==> config.mk <==
export PLATFORM = sky130hd
export DESIGN_NAME = pls_shifter
export DESIGN_NICKNAME = d
export VERILOG_FILES = /design/src/rtl/pls_pkg.sv /design/src/rtl/pls_sync.sv /design/src/rtl/pls_edge.sv /design/src/rtl/pls_stages.sv /design/src/rtl/pls_shifter.sv
export SDC_FILE = /design/constraint.sdc
export NUM_CORES = 1
export LEC_CHECK = 0
export BUFFER_PORTS_ARGS = -buffer_cell sky130_fd_sc_hd__buf_2
export CAP_MARGIN = 20
export CORE_UTILIZATION = 48
export CTS_CLUSTER_SIZE = 10
export DETAILED_ROUTE_END_ITERATION = 8
export PLACE_DENSITY = 0.8
export SETUP_SLACK_MARGIN = 0.05
export SYNTH_ARGS = -nofsm -noshare
export SYNTH_HDL_FRONTEND = slang
export SYNTH_SLANG_ARGS = --single-unit
==> constraint.sdc <==
create_clock -name clk -period 1 [get_ports clk]
set_clock_uncertainty 0.1 [all_clocks]
set_input_delay 0.15 -clock clk [delete_from_list [all_inputs] [get_ports clk]]
set_output_delay 0.15 -clock clk [all_outputs]
set_load 0.01 [all_outputs]
==> src/rtl/pls_pkg.sv <==
package pls_pkg;

    localparam int DEFAULT_WIDTH  = 8;
    localparam int DEFAULT_STAGES = 2;

    typedef enum logic [1:0] {
        OP_HOLD  = 2'd0,
        OP_LOAD  = 2'd1,
        OP_SHIFT = 2'd2
    } op_e;

    typedef struct packed {
        logic ld_n;
        logic clk_a;
        logic clk_b;
        logic ser;
    } ctrl_t;

    localparam ctrl_t CTRL_IDLE = '{ld_n: 1'b1, clk_a: 1'b0, clk_b: 1'b0, ser: 1'b0};

    // Load outranks shifting; shifting outranks holding.
    function automatic op_e pick_op(input logic ld_n, input logic shift);
        if (!ld_n)
            return OP_LOAD;
        else if (shift)
            return OP_SHIFT;
        else
            return OP_HOLD;
    endfunction

endpackage

==> src/rtl/pls_sync.sv <==
module pls_sync #(
    parameter int             W       = 1,
    parameter int             STAGES  = 2,
    parameter logic [W-1:0]   RST_VAL = '0
) (
    input  logic         clk,
    input  logic         rst,
    input  logic [W-1:0] din,
    output logic [W-1:0] dout
);

    logic [W-1:0] chain [STAGES];

    for (genvar i = 0; i < STAGES; i++) begin : g_flop
        if (i == 0) begin : g_first
            always_ff @(posedge clk) begin
                if (rst) chain[0] <= RST_VAL;
                else     chain[0] <= din;
            end
        end else begin : g_next
            always_ff @(posedge clk) begin
                if (rst) chain[i] <= RST_VAL;
                else     chain[i] <= chain[i-1];
            end
        end
    end

    assign dout = chain[STAGES-1];

endmodule

==> src/rtl/pls_edge.sv <==
module pls_edge (
    input  logic clk,
    input  logic rst,
    input  logic clk_a,
    input  logic clk_b,
    input  logic ld_n,
    output logic shift_pulse
);

    logic comb;
    logic comb_prev;
    logic ld_n_prev;

    assign comb = clk_a | clk_b;

    always_ff @(posedge clk) begin
        if (rst) begin
            comb_prev <= 1'b0;
            ld_n_prev <= 1'b0;
        end else begin
            comb_prev <= comb;
            ld_n_prev <= ld_n;
        end
    end

    // Edge counts only when load was already inactive on the previous cycle.
    assign shift_pulse = comb & ~comb_prev & ld_n & ld_n_prev;

endmodule

==> src/rtl/pls_stages.sv <==
module pls_stages
    import pls_pkg::*;
#(
    parameter int W = DEFAULT_WIDTH
) (
    input  logic         clk,
    input  logic         rst,
    input  op_e          op,
    input  logic         ser,
    input  logic [W-1:0] par,
    output logic [W-1:0] stages
);

    always_ff @(posedge clk) begin
        if (rst) begin
            stages <= '0;
        end else begin
            case (op)
                OP_LOAD:  stages <= par;
                OP_SHIFT: stages <= {stages[W-2:0], ser};
                default:  stages <= stages;
            endcase
        end
    end

endmodule

==> src/rtl/pls_shifter.sv <==
module pls_shifter
    import pls_pkg::*;
#(
    parameter int WIDTH  = DEFAULT_WIDTH,
    parameter int STAGES = DEFAULT_STAGES
) (
    input  logic             clk,
    input  logic             rst,
    input  logic             shclk_a,
    input  logic             shclk_b,
    input  logic             ser_in,
    input  logic             load_n,
    input  logic [WIDTH-1:0] par_in,
    output logic             q_last,
    output logic             q_last_n
);

    localparam int CW = $bits(ctrl_t);

    ctrl_t            ctrl_raw;
    ctrl_t            ctrl_s;
    logic [WIDTH-1:0] p_s;
    logic             shift_pulse;
    op_e              op;
    logic [WIDTH-1:0] stages;

    assign ctrl_raw = '{ld_n: load_n, clk_a: shclk_a, clk_b: shclk_b, ser: ser_in};

    pls_sync #(.W(CW), .STAGES(STAGES), .RST_VAL(CTRL_IDLE)) u_sync_ctrl (
        .clk  (clk),
        .rst  (rst),
        .din  (ctrl_raw),
        .dout (ctrl_s)
    );

    pls_sync #(.W(WIDTH), .STAGES(STAGES), .RST_VAL('0)) u_sync_par (
        .clk  (clk),
        .rst  (rst),
        .din  (par_in),
        .dout (p_s)
    );

    pls_edge u_edge (
        .clk         (clk),
        .rst         (rst),
        .clk_a       (ctrl_s.clk_a),
        .clk_b       (ctrl_s.clk_b),
        .ld_n        (ctrl_s.ld_n),
        .shift_pulse (shift_pulse)
    );

    assign op = pick_op(ctrl_s.ld_n, shift_pulse);

    pls_stages #(.W(WIDTH)) u_stages (
        .clk    (clk),
        .rst    (rst),
        .op     (op),
        .ser    (ctrl_s.ser),
        .par    (p_s),
        .stages (stages)
    );

    assign q_last   = stages[WIDTH-1];
    assign q_last_n = ~stages[WIDTH-1];

endmodule

# Yosys cells after proc, flatten, opt, wreduce, memory -nomap -nowiden
# Memories as Yosys holds them, arrays and structs flattened.
# Cells that the tools add are included.
[classes]
mux = 10
n_eq_ne = 2
bitwise_logic = 10
reduce_logical = 1
[op_table]
columns = ["cell", "count"]
rows = [
  ["$mux W8", 2],
  ["$pmux W8 S2", 1],
  ["$mux W4", 2],
  ["$or A1 B1 Y1", 5],
  ["$mux W2", 2],
  ["$and A1 B1 Y1", 3],
  ["$mux W1", 3],
  ["$eq A2 B1 Y1 const B", 1],
  ["$eq A2 B2 Y1 const B", 1],
  ["$not A1 Y1", 2],
  ["$reduce_bool A2 Y1", 1],
]
[totals]
memories = 2
output_inout_bits = 2
ram_bits = 24
reg_bits = 10
[mem_list]
columns = ["memory", "depth", "width", "read_ports", "rd_clocked_by_memory_dff", "write_ports", "line", "source"]
rows = [
  ["u_sync_par.chain", 2, 8, 2, 0, 2, "pls_sync.sv:12", "logic [W-1:0] chain [STAGES];"],
  ["u_sync_ctrl.chain", 2, 4, 2, 0, 2, "pls_sync.sv:12", ""],
]

# Longest topological paths before layout
# Gate-level depths: netlist of run 1.
[depth]
depth_word = 8
ltp_mapped = 4
mapped_depth_nobuf = 3

# Modules after synthesis
# From an unflattened synthesis of run 1, not the netlist that was laid out.
[unflattened]
hier_cells = 96
hier_area_um2 = 1144.8
[modules_own_cells]
columns = ["module", "area_per_inst_um2", "cells_each", "n_inst", "seq_area_each_um2"]
rows = [
  ["pls_sync at u_sync_par", 464.2, 33, 1, 320.3],
  ["pls_stages", 389.1, 37, 1, 160.2],
  ["pls_sync at u_sync_ctrl", 210.2, 16, 1, 160.2],
  ["pls_edge", 67.6, 7, 1, 40.0],
  ["pls_shifter", 13.8, 3, 1, 0.0],
]

# Least setup slack after synthesis of run 1
# No wires, ideal clock.
[synth_timing]
path_kind = "register -> register"
startpoint = "mem u_sync_ctrl.chain[1][1] in the netlist's numbering"
endpoint = "reg u_stages.stages[0]"
setup_slack_ps = -86
period_less_slack_ps = 1086
path_buffers = 1
stages_incl_launch_ff = 5
t_arrival_ps = 857
cell_sequence = "dfxtp_1 -> or2_2 -> buf_6 -> nand3_1 -> a311oi_1"
[synth_rtl]
columns = ["element", "line", "source"]
rows = [
  ["start, declared", "pls_sync.sv:12", ""],
  ["end signal, assigned", "pls_stages.sv:19", "OP_LOAD: stages <= par;"],
  ["end signal, assigned", "pls_stages.sv:20", "OP_SHIFT: stages <= {stages[W-2:0], ser};"],
  ["end signal, assigned", "pls_stages.sv:21", "default: stages <= stages;"],
  ["end, declared", "pls_stages.sv:11", "output logic [W-1:0] stages"],
]

==> summary.txt, run 1 <==
Run status
  • Status: complete, but fails checks
  • Failing checks: negative setup slack

Routing
  • Total Wirelength: 1820 µm
  • WL met3: 78 µm
  • DR WL met2: 915 µm
  • DR vias/cell: ~4.8
  • DR WL/cell: 11.0 µm
  • M1 WL: a little over 800 µm
  • DR pass1 iterations: 4
  • 1st-iter DRT viols: 29
  • DR top layer: met4
  • Antenna-violating nets left: 0
  • Via Count: 800
  • Drt drc: 0

Placement
  • Detailed Place HPWL: 1060 µm
  • Pre-CTS WS: -0.188 ns
  • Final Wtd Congestion: 0.792
  • PortBufs: 15

Synthesis
  • Seq/Total Area, Yosys: 62.1%
  • Top-count cell post-synth: dfxtp_1
  • Top-area cell type share of the netlist area: 62.1%
  • Yosys warnings: 0
  • Avg Cell Area, Syn: 10.5 µm²
  • Synth cell types: 15
  • Number of flops mapped to enable cells by yosys: 0
  • Most used DFF post-synth: dfxtp_1
  • Commonest cells post-synth: dfxtp_1 (34), nor2b_1 (23), nor2_1 (9)
  • Net Count, Synth: 118
  • Synthesized area: about 1100 µm²
  • Synth Instances: 104
  • Area leader, netlist: dfxtp_1
  • Top area cells in the synthesized netlist: dfxtp_1 (62%), nor2b_1 (13%), a311oi_1 (6.4%)
  • Yosys reg bits: 34
  • FFs w/ async S/R, synth: 0%

Power
  • Clock power share: 30.9%
  • Peak VDD IR: 1.32 mV
  • Sw Pwr: 546 µW
  • PwrDens: 1630 nW/µm²
  • Pint: about 1900 µW
  • Sequential share of power: 59.2%
  • Combinational power share: a little under 10%
  • Sw Ratio: 22.3%
  • Leakage: 0.000599 µW

Floorplanning
  • Row Count: 16
  • Die area: about 2500 µm²
  • Core area: 2060 µm²
  • IO Count: 16
  • Die outline height: 49.8 µm
  • Starting Density: 53.2%
  • Die X: about 50 µm

STA
  • Max Clk Rate: about 890 MHz
  • Final setup viols: 10
  • Relative slew slack: a little over four fifths
  • Final period util: 112%
  • Fin crit period: approximately 1.1 ns
  • Max-slew violations: 0
  • Min Hold Slack: 0.0205 ns
  • RSZ-0062 raised after global routing: true
  • Final Worst Setup Slack: -0.121 ns
  • Final Hold Fails: 0
  • Worst Tran Pin Value: roughly 0.23 ns

Min path
  • Hold WC Path Type: in2reg

Setup path
  • Critical Path Source Type: flip-flop
  • CP required: 1.13 ns
  • Crit. End Element: flip-flop
  • Slowest stage cell on the critical path: dfxtp_2
  • Crit Path Max Fanout: 8
  • Critical path class: reg2reg
  • Arrival time of the worst setup path: 1.25 ns
  • Critical Path Max Stage Delay: 0.40 ns
  • Crit path cell chain: or2_4, nand3_2, a311oi_2

Clock network
  • Root Driver: clkbuf_4
  • H-tree depth: 2
  • Clk sink count: 34
  • CTS tree: yes
  • CTS max path bufs: 2
  • CTS Buf Count: 5
  • Clock-pin slew on the worst setup and hold paths: 0.10 ns
  • Worst-Skew Late Latency: 0.31 ns

Global route
  • Pin count of the biggest net entering global routing: 17
  • Vias in the first global route: 762
  • Total GRT Usage: between 10% and 20%
  • Grt ovf: 0
  • Initial antenna violation count: 0
  • First-pass GRT wire length: just over 3000 µm

Layout
  • Share of cells above drive strength 1: approximately 33%
  • P&R area growth vs syn: 36.9%
  • FILL cells: 150
  • Final nets: 152
  • N_diodes: 0

Run
  • Max-cap violations: 0
layout make-up:
cell class	instances	area, µm²	share of cell area [%]
multi-input combinational	63	435	29.0
timing repair buffer	33	280	18.7
tap	27	33.8	2.25
inverter	1	3.75	0.250
sequential	34	687	45.8
clock inverter	1	5.00	0.334
clock buffer	7	55.1	3.67
cell families (layout without fill, tap and decap cells):
family          count (synthesis)  in the layout  synth area share [%]
simple gates                   46             47                  23.5
flops                          34             34                  62.1
compound gates                 16             16                  10.0
buf+inv                         8             42                  4.34
cells in the final DEF, fill, tap and decap left out, drive strengths merged:
| master | count |
|---|---|
| nand2b | 1 |
| clkbuf | 7 |
| a311oi | 8 |
| nor2b | 24 |
| or2 | 3 |
| dlygate4sd3 | 13 |
| clkinv | 1 |
| nand3 | 8 |
| o21ai | 8 |
| dfxtp | 34 |
| buf | 20 |
| inv | 1 |
| nor2 | 11 |
state kept, by name, summed over array words and instances (netlist names):
signal / count
u_stages.stages: 8
u_sync_par.chain: 16
u_edge.comb_prev: 1
u_sync_ctrl.chain: 8
u_edge.ld_n_prev: 1
power by group through the flow:
stage | combinational (µW) | sequential (µW) | clock (µW)
after floorplan | 121 | 1470 | 0
after CTS | 224 | 1450 | 778
after global routing | 267 | 1460 | 838
after global placement | 168 | 1480 | 0
after detailed placement | 175 | 1480 | 0
final | 243 | 1450 | 758
routing by layer:
layer  GRT usage (%)  up-vias
met5               0        -
met4            5.71        0
met3            9.26        2
met2            28.8       24
met1            19.3      360
li1                -      414
critical path: cells and delay by family, from the launching register on:
kind            cells  cell delay, ns
compound gates      1            0.26
simple gates        2            0.27
flops               1            0.40
per-stage QoR:
step / setup TNS (ns) / power, µW / area [µm²] / instances / util [%]
after global routing: -1.41 / 2560 / 1500 / 166 / 72.8
after floorplan: -0.221 / 1590 / 1120 / 104 / -
final: -0.847 / 2450 / 1500 / 166 / 72.8
after detailed placement: -1.25 / 1650 / 1230 / 143 / 59.8
after CTS: -0.779 / 2450 / 1450 / 166 / 70.4
after global placement: -0.912 / 1640 / 1230 / 143 / 59.8
path summary, 6_finish.rpt:
check	from	to	slack, ns	cells after the start
max	u_sync_ctrl.chain[1][1]	u_stages.stages[6]	-0.12	3
min	rst	u_sync_ctrl.chain[0][3]	0.02	2
max reg2reg	u_sync_ctrl.chain[1][1]	u_stages.stages[6]	-0.12	3
min reg2reg	u_sync_ctrl.chain[0][3]	u_sync_ctrl.chain[1][3]	0.32	1
repair_timing:
action                                  CTS  global route
cloned                                    1             0
hold buffers                             13             0
hold endpoints to repair                 13             0
setup buffers                             1             0
resized for setup                         6            10
pin swaps                                 1             1
endpoints found under the setup margin   11            10
Power figures use the tool's default switching activity.
==> run 2: changes to the inputs <==
--- a/config.mk
+++ b/config.mk
@@ -10,8 +10,10 @@
 export CORE_UTILIZATION = 48
 export CTS_CLUSTER_SIZE = 10
 export DETAILED_ROUTE_END_ITERATION = 8
-export PLACE_DENSITY = 0.8
+export PLACE_DENSITY = 0.79
 export SETUP_SLACK_MARGIN = 0.05
+export SKIP_CTS_REPAIR_TIMING = 1
 export SYNTH_ARGS = -nofsm -noshare
 export SYNTH_HDL_FRONTEND = slang
+export SYNTH_HIERARCHICAL = 1
 export SYNTH_SLANG_ARGS = --single-unit
==> summary.txt, run 2 <==
Placement
  • Final Wtd Congestion: around 0.75
  • Placed Area: 1270 µm²
  • PortBufs: 15
  • Pre-CTS WS: -0.457 ns

Layout
  • Top Registers: u_sync_par/chain (16), u_stages/stages (8), u_sync_ctrl/chain (8)
  • N_diodes: 0
  • Most frequent cells in the layout: dfxtp_1 (31), nor2b_1 (16), buf_2 (13)
  • Share of cells above drive strength 1: 42.4%
  • P&R area growth vs syn: 33.0%
  • Commonest non-fill, non-tap cell in the layout: dfxtp_1
  • Biggest register: u_sync_par/chain
  • Final nets: 146
  • Number of flip-flops in the largest register: 16
  • Final instance area: 1520 µm²
  • FILL cells: 179

Setup path
  • Critical Path Max Stage Delay: approximately 0.33 ns
  • Critical Path Source Type: flip-flop
  • Worst R2R Setup Slack: -0.46 ns
  • CP required: 1.11 ns
  • Critical Path Start: u_sync_ctrl/chain[1][1]
  • Buf/Inv on CP: 0
  • Arrival time of the worst setup path: 1.56 ns
  • R2R depth: 6
  • Crit Path Max Fanout: 8
  • Slowest stage cell on the critical path: dfxtp_1
  • Delay-heaviest family, CP: flip-flops
  • Crit path depth: 6
  • Critical path class: reg2reg
  • Critical Path End: u_stages/stages[5]
  • Crit. End Element: flip-flop
  • Reg-to-Reg End: u_stages/stages[5]
  • Crit path cell chain: nor2_2, nor3_2, and2_4, ha_4, mux2i_1, a211oi_1
  • Worst r2r src: u_sync_ctrl/chain[1][1]

Floorplanning
  • Core area: 2230 µm²
  • Die outline height: between 50 and 60 µm
  • Starting Density: 51.3%
  • Die area: 2580 µm²
  • Row Count: 17
  • IO Count: 16
  • Die X: approximately 51 µm

Routing
  • 1st-iter DRT viols: 1
  • Drt drc: 0
  • DR WL/cell: 11.1 µm
  • Via Count: 712
  • DR vias/cell: 4.45
  • DR pass1 iterations: 4
  • Total Wirelength: 1770 µm
  • Antenna-violating nets left: 0

Synthesis
  • Synth cell types: 17
  • Most used DFF post-synth: dfxtp_1
  • Seq/Total Area, Yosys: 59.5%
  • Avg Cell Area, Syn: 11.9 µm²
  • Synth Instances: 96
  • Top-area cell type share of the netlist area: 59.5%
  • Top area cells in the synthesized netlist: dfxtp_1 (59%), nor2b_1 (8.7%), mux2i_1 (7.0%)
  • Top-count cell post-synth: dfxtp_1
  • Yosys warnings: 6
  • FFs w/ async S/R, synth: 0%
  • Net Count, Synth: 111
  • Number of flops mapped to enable cells by yosys: 0
  • Yosys reg bits: 34
  • Commonest cells post-synth: dfxtp_1 (34), nor2b_1 (16), a211oi_1 (8), mux2i_1 (8), nor2b_2 (7)
  • Area leader, netlist: dfxtp_1
  • Synthesized area: roughly 1100 µm²

Power
  • Sequential share of power: between 50% and 60%
  • Combinational power share: 10.6%
  • Sw Pwr: about 550 µW
  • Leakage: roughly 0.00061 µW
  • Pint: 2080 µW
  • Peak VDD IR: 1.22 mV
  • Sw Ratio: 20.9%
  • Final Power: 2630 µW
  • PwrDens: 1730 nW/µm²
  • Clock power share: 33.8%

STA
  • Final Hold Fails: 0
  • Final Worst Setup Slack: -0.459 ns
  • Max Clk Rate: between 600 and 700 MHz
  • RSZ-0062 raised after global routing: true
  • Fin crit period: 1.46 ns
  • Relative slew slack: 79.3%
  • Final setup viols: 10
  • Setup TNS Final: -3.53 ns
  • Max-slew violations: 0
  • Worst Tran Pin Value: approximately 0.31 ns
  • Final period util: 146%
  • Min Hold Slack: 0.0944 ns

Clock network
  • Worst-Skew Late Latency: 0.32 ns
  • Clk sink count: 34
  • Clock-pin slew on the worst setup and hold paths: about 0.09 ns
  • CTS max path bufs: 2
  • Root Driver: clkbuf_4
  • H-tree depth: 2
  • CTS Buf Count: 5
  • CTS tree: yes

Global route
  • First-pass GRT wire length: 2480 µm
  • Initial antenna violation count: 0
  • GR Util met2: 20.9%
  • Busiest metal layer after global routing: met2
  • GR met1 Demand/Resource: 15.3%
  • Pin count of the biggest net entering global routing: 20
  • Total GRT Usage: between 10% and 20%
  • Grt ovf: 0
  • Met3 Usage GRT: 8.04%
  • Vias in the first global route: 564

Min path
  • Hold WC Path Type: in2reg
  • Min-delay src: rst

Run status
  • Failing checks: negative setup slack
  • Status: complete, but fails checks

Run
  • Max-cap violations: 0
## run 2: changes by cell type in the layout (fill, tap and decap cells not counted), sizes merged, moves of 8 or more
cell and delta:
and2b +8, a311oi -8, a211oi +8, mux2i +8
nand3 -8, o21ai -8, nor2 -9
## run 2: worst min path at each step
stage	end	slack, ns	depth (start not counted)
2_1_floorplan	u_edge/ld_n_prev	0.12	1
3_3_place_gp	u_sync_ctrl/chain[0][3]	0.23	2
3_5_place_dp	u_sync_ctrl/chain[0][3]	0.23	2
4_1_cts	u_sync_ctrl/chain[0][3]	-0.10	2
5_1_grt	u_edge/ld_n_prev	0.07	2
6_report	u_edge/comb_prev	0.09	2
## run 2: logic make-up after synthesis
kind of cell | synth area share, %
AO/OA/AOI/OAI | 5.25
adder cells (fa/ha/maj) | 1.09
buffers and inverters | 3.71
flip-flops | 59.5
multiplexers | 6.99
AND/OR/NAND/NOR | 23.5
## run 2: power by group through the flow
| stage | Combinational [µW] | Sequential (µW) | Clock, µW |
|---|---|---|---|
| floorplan | 146 | 1480 | 0 |
| global placement | 197 | 1490 | 0 |
| detailed placement | 206 | 1490 | 0 |
| CTS | 209 | 1460 | 916 |
| global route | 300 | 1470 | 997 |
| finish | 278 | 1460 | 889 |
## run 2: layout make-up
type,count,area (µm²),share of cell area (%)
multi-input combinational,55,469,30.8
sequential,34,684,44.9
timing repair buffer,31,238,15.6
inverter,4,17.5,1.15
tap,28,35.0,2.30
clock buffer,8,78.8,5.18
## run 2: routing by layer
layer / vias up / share of wire [%]
li1: 383 / -
met1: 311 / 45
met2: 14 / 49
met3: 4 / 3.1
met4: 0 / 2.8
met5: - / 0
## run 2: per-stage QoR
step | utilization [%] | cells
after CTS | 60.3 | 147
after detailed placement | 56.8 | 139
after global routing | 68.2 | 160
final | 68.2 | 160
after global placement | 56.8 | 139
after floorplan | - | 96
==> run 3: changes to the inputs <==
--- a/config.mk
+++ b/config.mk
@@ -5,12 +5,14 @@
 export SDC_FILE = /design/constraint.sdc
 export NUM_CORES = 1
 export LEC_CHECK = 0
+export ABC_AREA = 1
 export BUFFER_PORTS_ARGS = -buffer_cell sky130_fd_sc_hd__buf_2
 export CAP_MARGIN = 20
-export CORE_UTILIZATION = 48
+export CORE_UTILIZATION = 49
+export CTS_BUF_LIST = sky130_fd_sc_hd__clkbuf_16
 export CTS_CLUSTER_SIZE = 10
 export DETAILED_ROUTE_END_ITERATION = 8
-export PLACE_DENSITY = 0.79
+export PLACE_DENSITY = 0.8
 export SETUP_SLACK_MARGIN = 0.05
 export SKIP_CTS_REPAIR_TIMING = 1
 export SYNTH_ARGS = -nofsm -noshare
==> summary.txt, run 3 <==
Power
  • Final Power: 3170 µW
  • Leakage: 0.000823 µW
  • Peak VDD IR: 1.73 mV
  • PwrDens: about 1900 nW/µm²

Floorplanning
  • Die X: about 52 µm
  • Die area: 2710 µm²
  • Starting Density: 53.9%
  • Core area: approximately 2300 µm²
  • Row Count: 17
  • Die outline height: 52.1 µm
  • IO Count: 16

Routing
  • 1st-iter DRT viols: 28
  • DR WL/cell: just over 10 µm
  • Drt drc: 0
  • DR vias/cell: between 4 and 5
  • DR pass1 iterations: 4
  • Via Count: 969
  • Antenna-violating nets left: 0
  • Total Wirelength: 2270 µm

Synthesis
  • Top-count cell post-synth: nor2_1
  • Synth Instances: between 150 and 200
  • Synth cell types: 13
  • Top area cells in the synthesized netlist: dfxtp_1 (55%), nor2_1 (13%), inv_1 (12%)
  • Synthesized area: roughly 1200 µm²
  • Yosys warnings: 6
  • Net Count, Synth: roughly 170
  • FFs w/ async S/R, synth: 0%
  • Commonest cells post-synth: nor2_1 (44), inv_1 (40), dfxtp_1 (34), nand2_1 (17), o21ai_0 (8)
  • Top-area cell type share of the netlist area: 55.5%
  • Avg Cell Area, Syn: 7.72 µm²
  • Yosys reg bits: 34
  • Area leader, netlist: dfxtp_1
  • Number of flops mapped to enable cells by yosys: 0
  • Most used DFF post-synth: dfxtp_1
  • Seq/Total Area, Yosys: 55.5%

Global route
  • Total GRT Usage: 17.8%
  • First-pass GRT wire length: between 3000 and 4000 µm
  • Initial antenna violation count: 0
  • Vias in the first global route: slightly above 800
  • Pin count of the biggest net entering global routing: 21
  • Grt ovf: 0

STA
  • Final Hold Fails: 4
  • Min Hold Slack: -0.0208 ns
  • Relative slew slack: 86.0%
  • Max-slew violations: 0
  • Fin crit period: 1.43 ns
  • Max Clk Rate: 701 MHz
  • RSZ-0062 raised after global routing: true
  • Final period util: 143%
  • Final setup viols: 9
  • Final Worst Setup Slack: -0.426 ns
  • Worst Tran Pin Value: 0.209 ns

Clock network
  • Worst-Skew Late Latency: between 0.2 and 0.3 ns
  • Clock-pin slew on the worst setup and hold paths: 0.05 ns
  • CTS tree: yes
  • H-tree depth: 2
  • Clk sink count: 34
  • CTS max path bufs: 2
  • Root Driver: clkbuf_16
  • CTS Buf Count: 5

Run status
  • Failing checks: negative hold slack, negative setup slack
  • Status: complete, but fails checks

Layout
  • Final instance area: 1650 µm²
  • Final core utilization: between 70% and 80%
  • P&R area growth vs syn: 34.4%
  • N_diodes: 0
  • Commonest non-fill, non-tap cell in the layout: nor2_1
  • FILL cells: 150
  • Top Registers: u_sync_par/chain (16), u_stages/stages (8), u_sync_ctrl/chain (8)
  • Final nets: 208
  • Number of flip-flops in the largest register: 16
  • Reg area: ~690 µm²
  • Most frequent cells in the layout: nor2_1 (41), inv_1 (38), dfxtp_1 (29)
  • Share of cells above drive strength 1: 29.9%
  • Multi-input gate area: 382 µm²
  • Biggest register: u_sync_par/chain

Min path
  • Hold WC Path Type: in2reg

Setup path
  • Critical path class: reg2reg
  • Arrival time of the worst setup path: around 1.5 ns
  • CP required: 1.06 ns
  • Critical Path Source Type: flip-flop
  • Crit Path Max Fanout: 8
  • Crit. End Element: flip-flop

Placement
  • Final Wtd Congestion: approximately 0.75
  • Pre-CTS WS: -0.404 ns
  • Placed Area: 1320 µm²
  • PortBufs: 15
  • Detailed Place HPWL: 1210 µm

Run
  • Max-cap violations: 0
run 3: cell types whose count changed after synthesis, moves of 7 or more:
cell	before	now
nor2_1	2	44
inv_1	3	40
o21ai_0	0	8
nor2b_1	16	0
mux2i_1	8	0
nor2b_2	7	0
a211oi_1	8	0
nand2_1	1	17
run 3: kinds of logic (layout without fill, tap and decap cells):
family | count (synthesis) | count (layout) | synth area share (%)
and+or+nand+nor | 70 | 70 | 23.1
buffers and inverters | 46 | 81 | 17.1
DFF | 34 | 34 | 55.5
AOI/OAI and AO/OA | 8 | 8 | 3.26
adders and majority gates | 1 | 1 | 1.02
run 3: worst paths after layout:
kind	from	end	slack, ns	cells past startpoint
worst min register to register	u_sync_ctrl/chain[0][2]	u_sync_ctrl/chain[1][2]	0.30	2
worst min-delay path	shclk_b	u_sync_ctrl/chain[0][1]	-0.02	3
worst max register to register	u_sync_ctrl/chain[1][3]	u_stages/stages[1]	-0.43	9
worst max-delay path	u_sync_ctrl/chain[1][3]	u_stages/stages[1]	-0.43	9
run 3: routing by layer:
layer	vias to the layer above	global-route usage, %	wire length (µm)
li1	513	-	-
met1	426	16.5	926
met2	23	30.1	1200
met3	7	9.36	94
met4	0	11.3	51
met5	-	0	0
run 3: critical path, stage by stage, from the launching register on:
cell     delay, ns
dfxtp_2       0.33
nand3_2       0.08
nor2_2        0.11
nand2_1       0.06
inv_2         0.07
ha_4          0.18
buf_8         0.15
nor2_2        0.05
nor2_1        0.12
nor2_1        0.08
run 3: layout make-up:
| cell class | instances | area share [%] |
|---|---|---|
| multi-input cells | 79 | 23.1 |
| repair buffers | 31 | 14.1 |
| well taps | 28 | 2.12 |
| clock buffers | 5 | 7.59 |
| repair inverters | 1 | 0.531 |
| clock inverters | 3 | 0.759 |
| inverters | 41 | 10.1 |
| flip-flops and latches | 34 | 41.7 |
run 3: through the flow:
step / setup TNS [ns] / std cells
6_report: -3.04 / 222
5_1_grt: -3.82 / 222
4_1_cts: -3.28 / 208
3_5_place_dp: -3.08 / 200
2_1_floorplan: -2.95 / 159
3_3_place_gp: -2.47 / 200
run 3: where the power goes:
group          leakage [µW]  switching, µW  internal, µW  total [µW]
Clock             0.0000724            508           897        1400
Sequential         0.000282           33.9          1440        1470
Combinational      0.000469            149           142         291
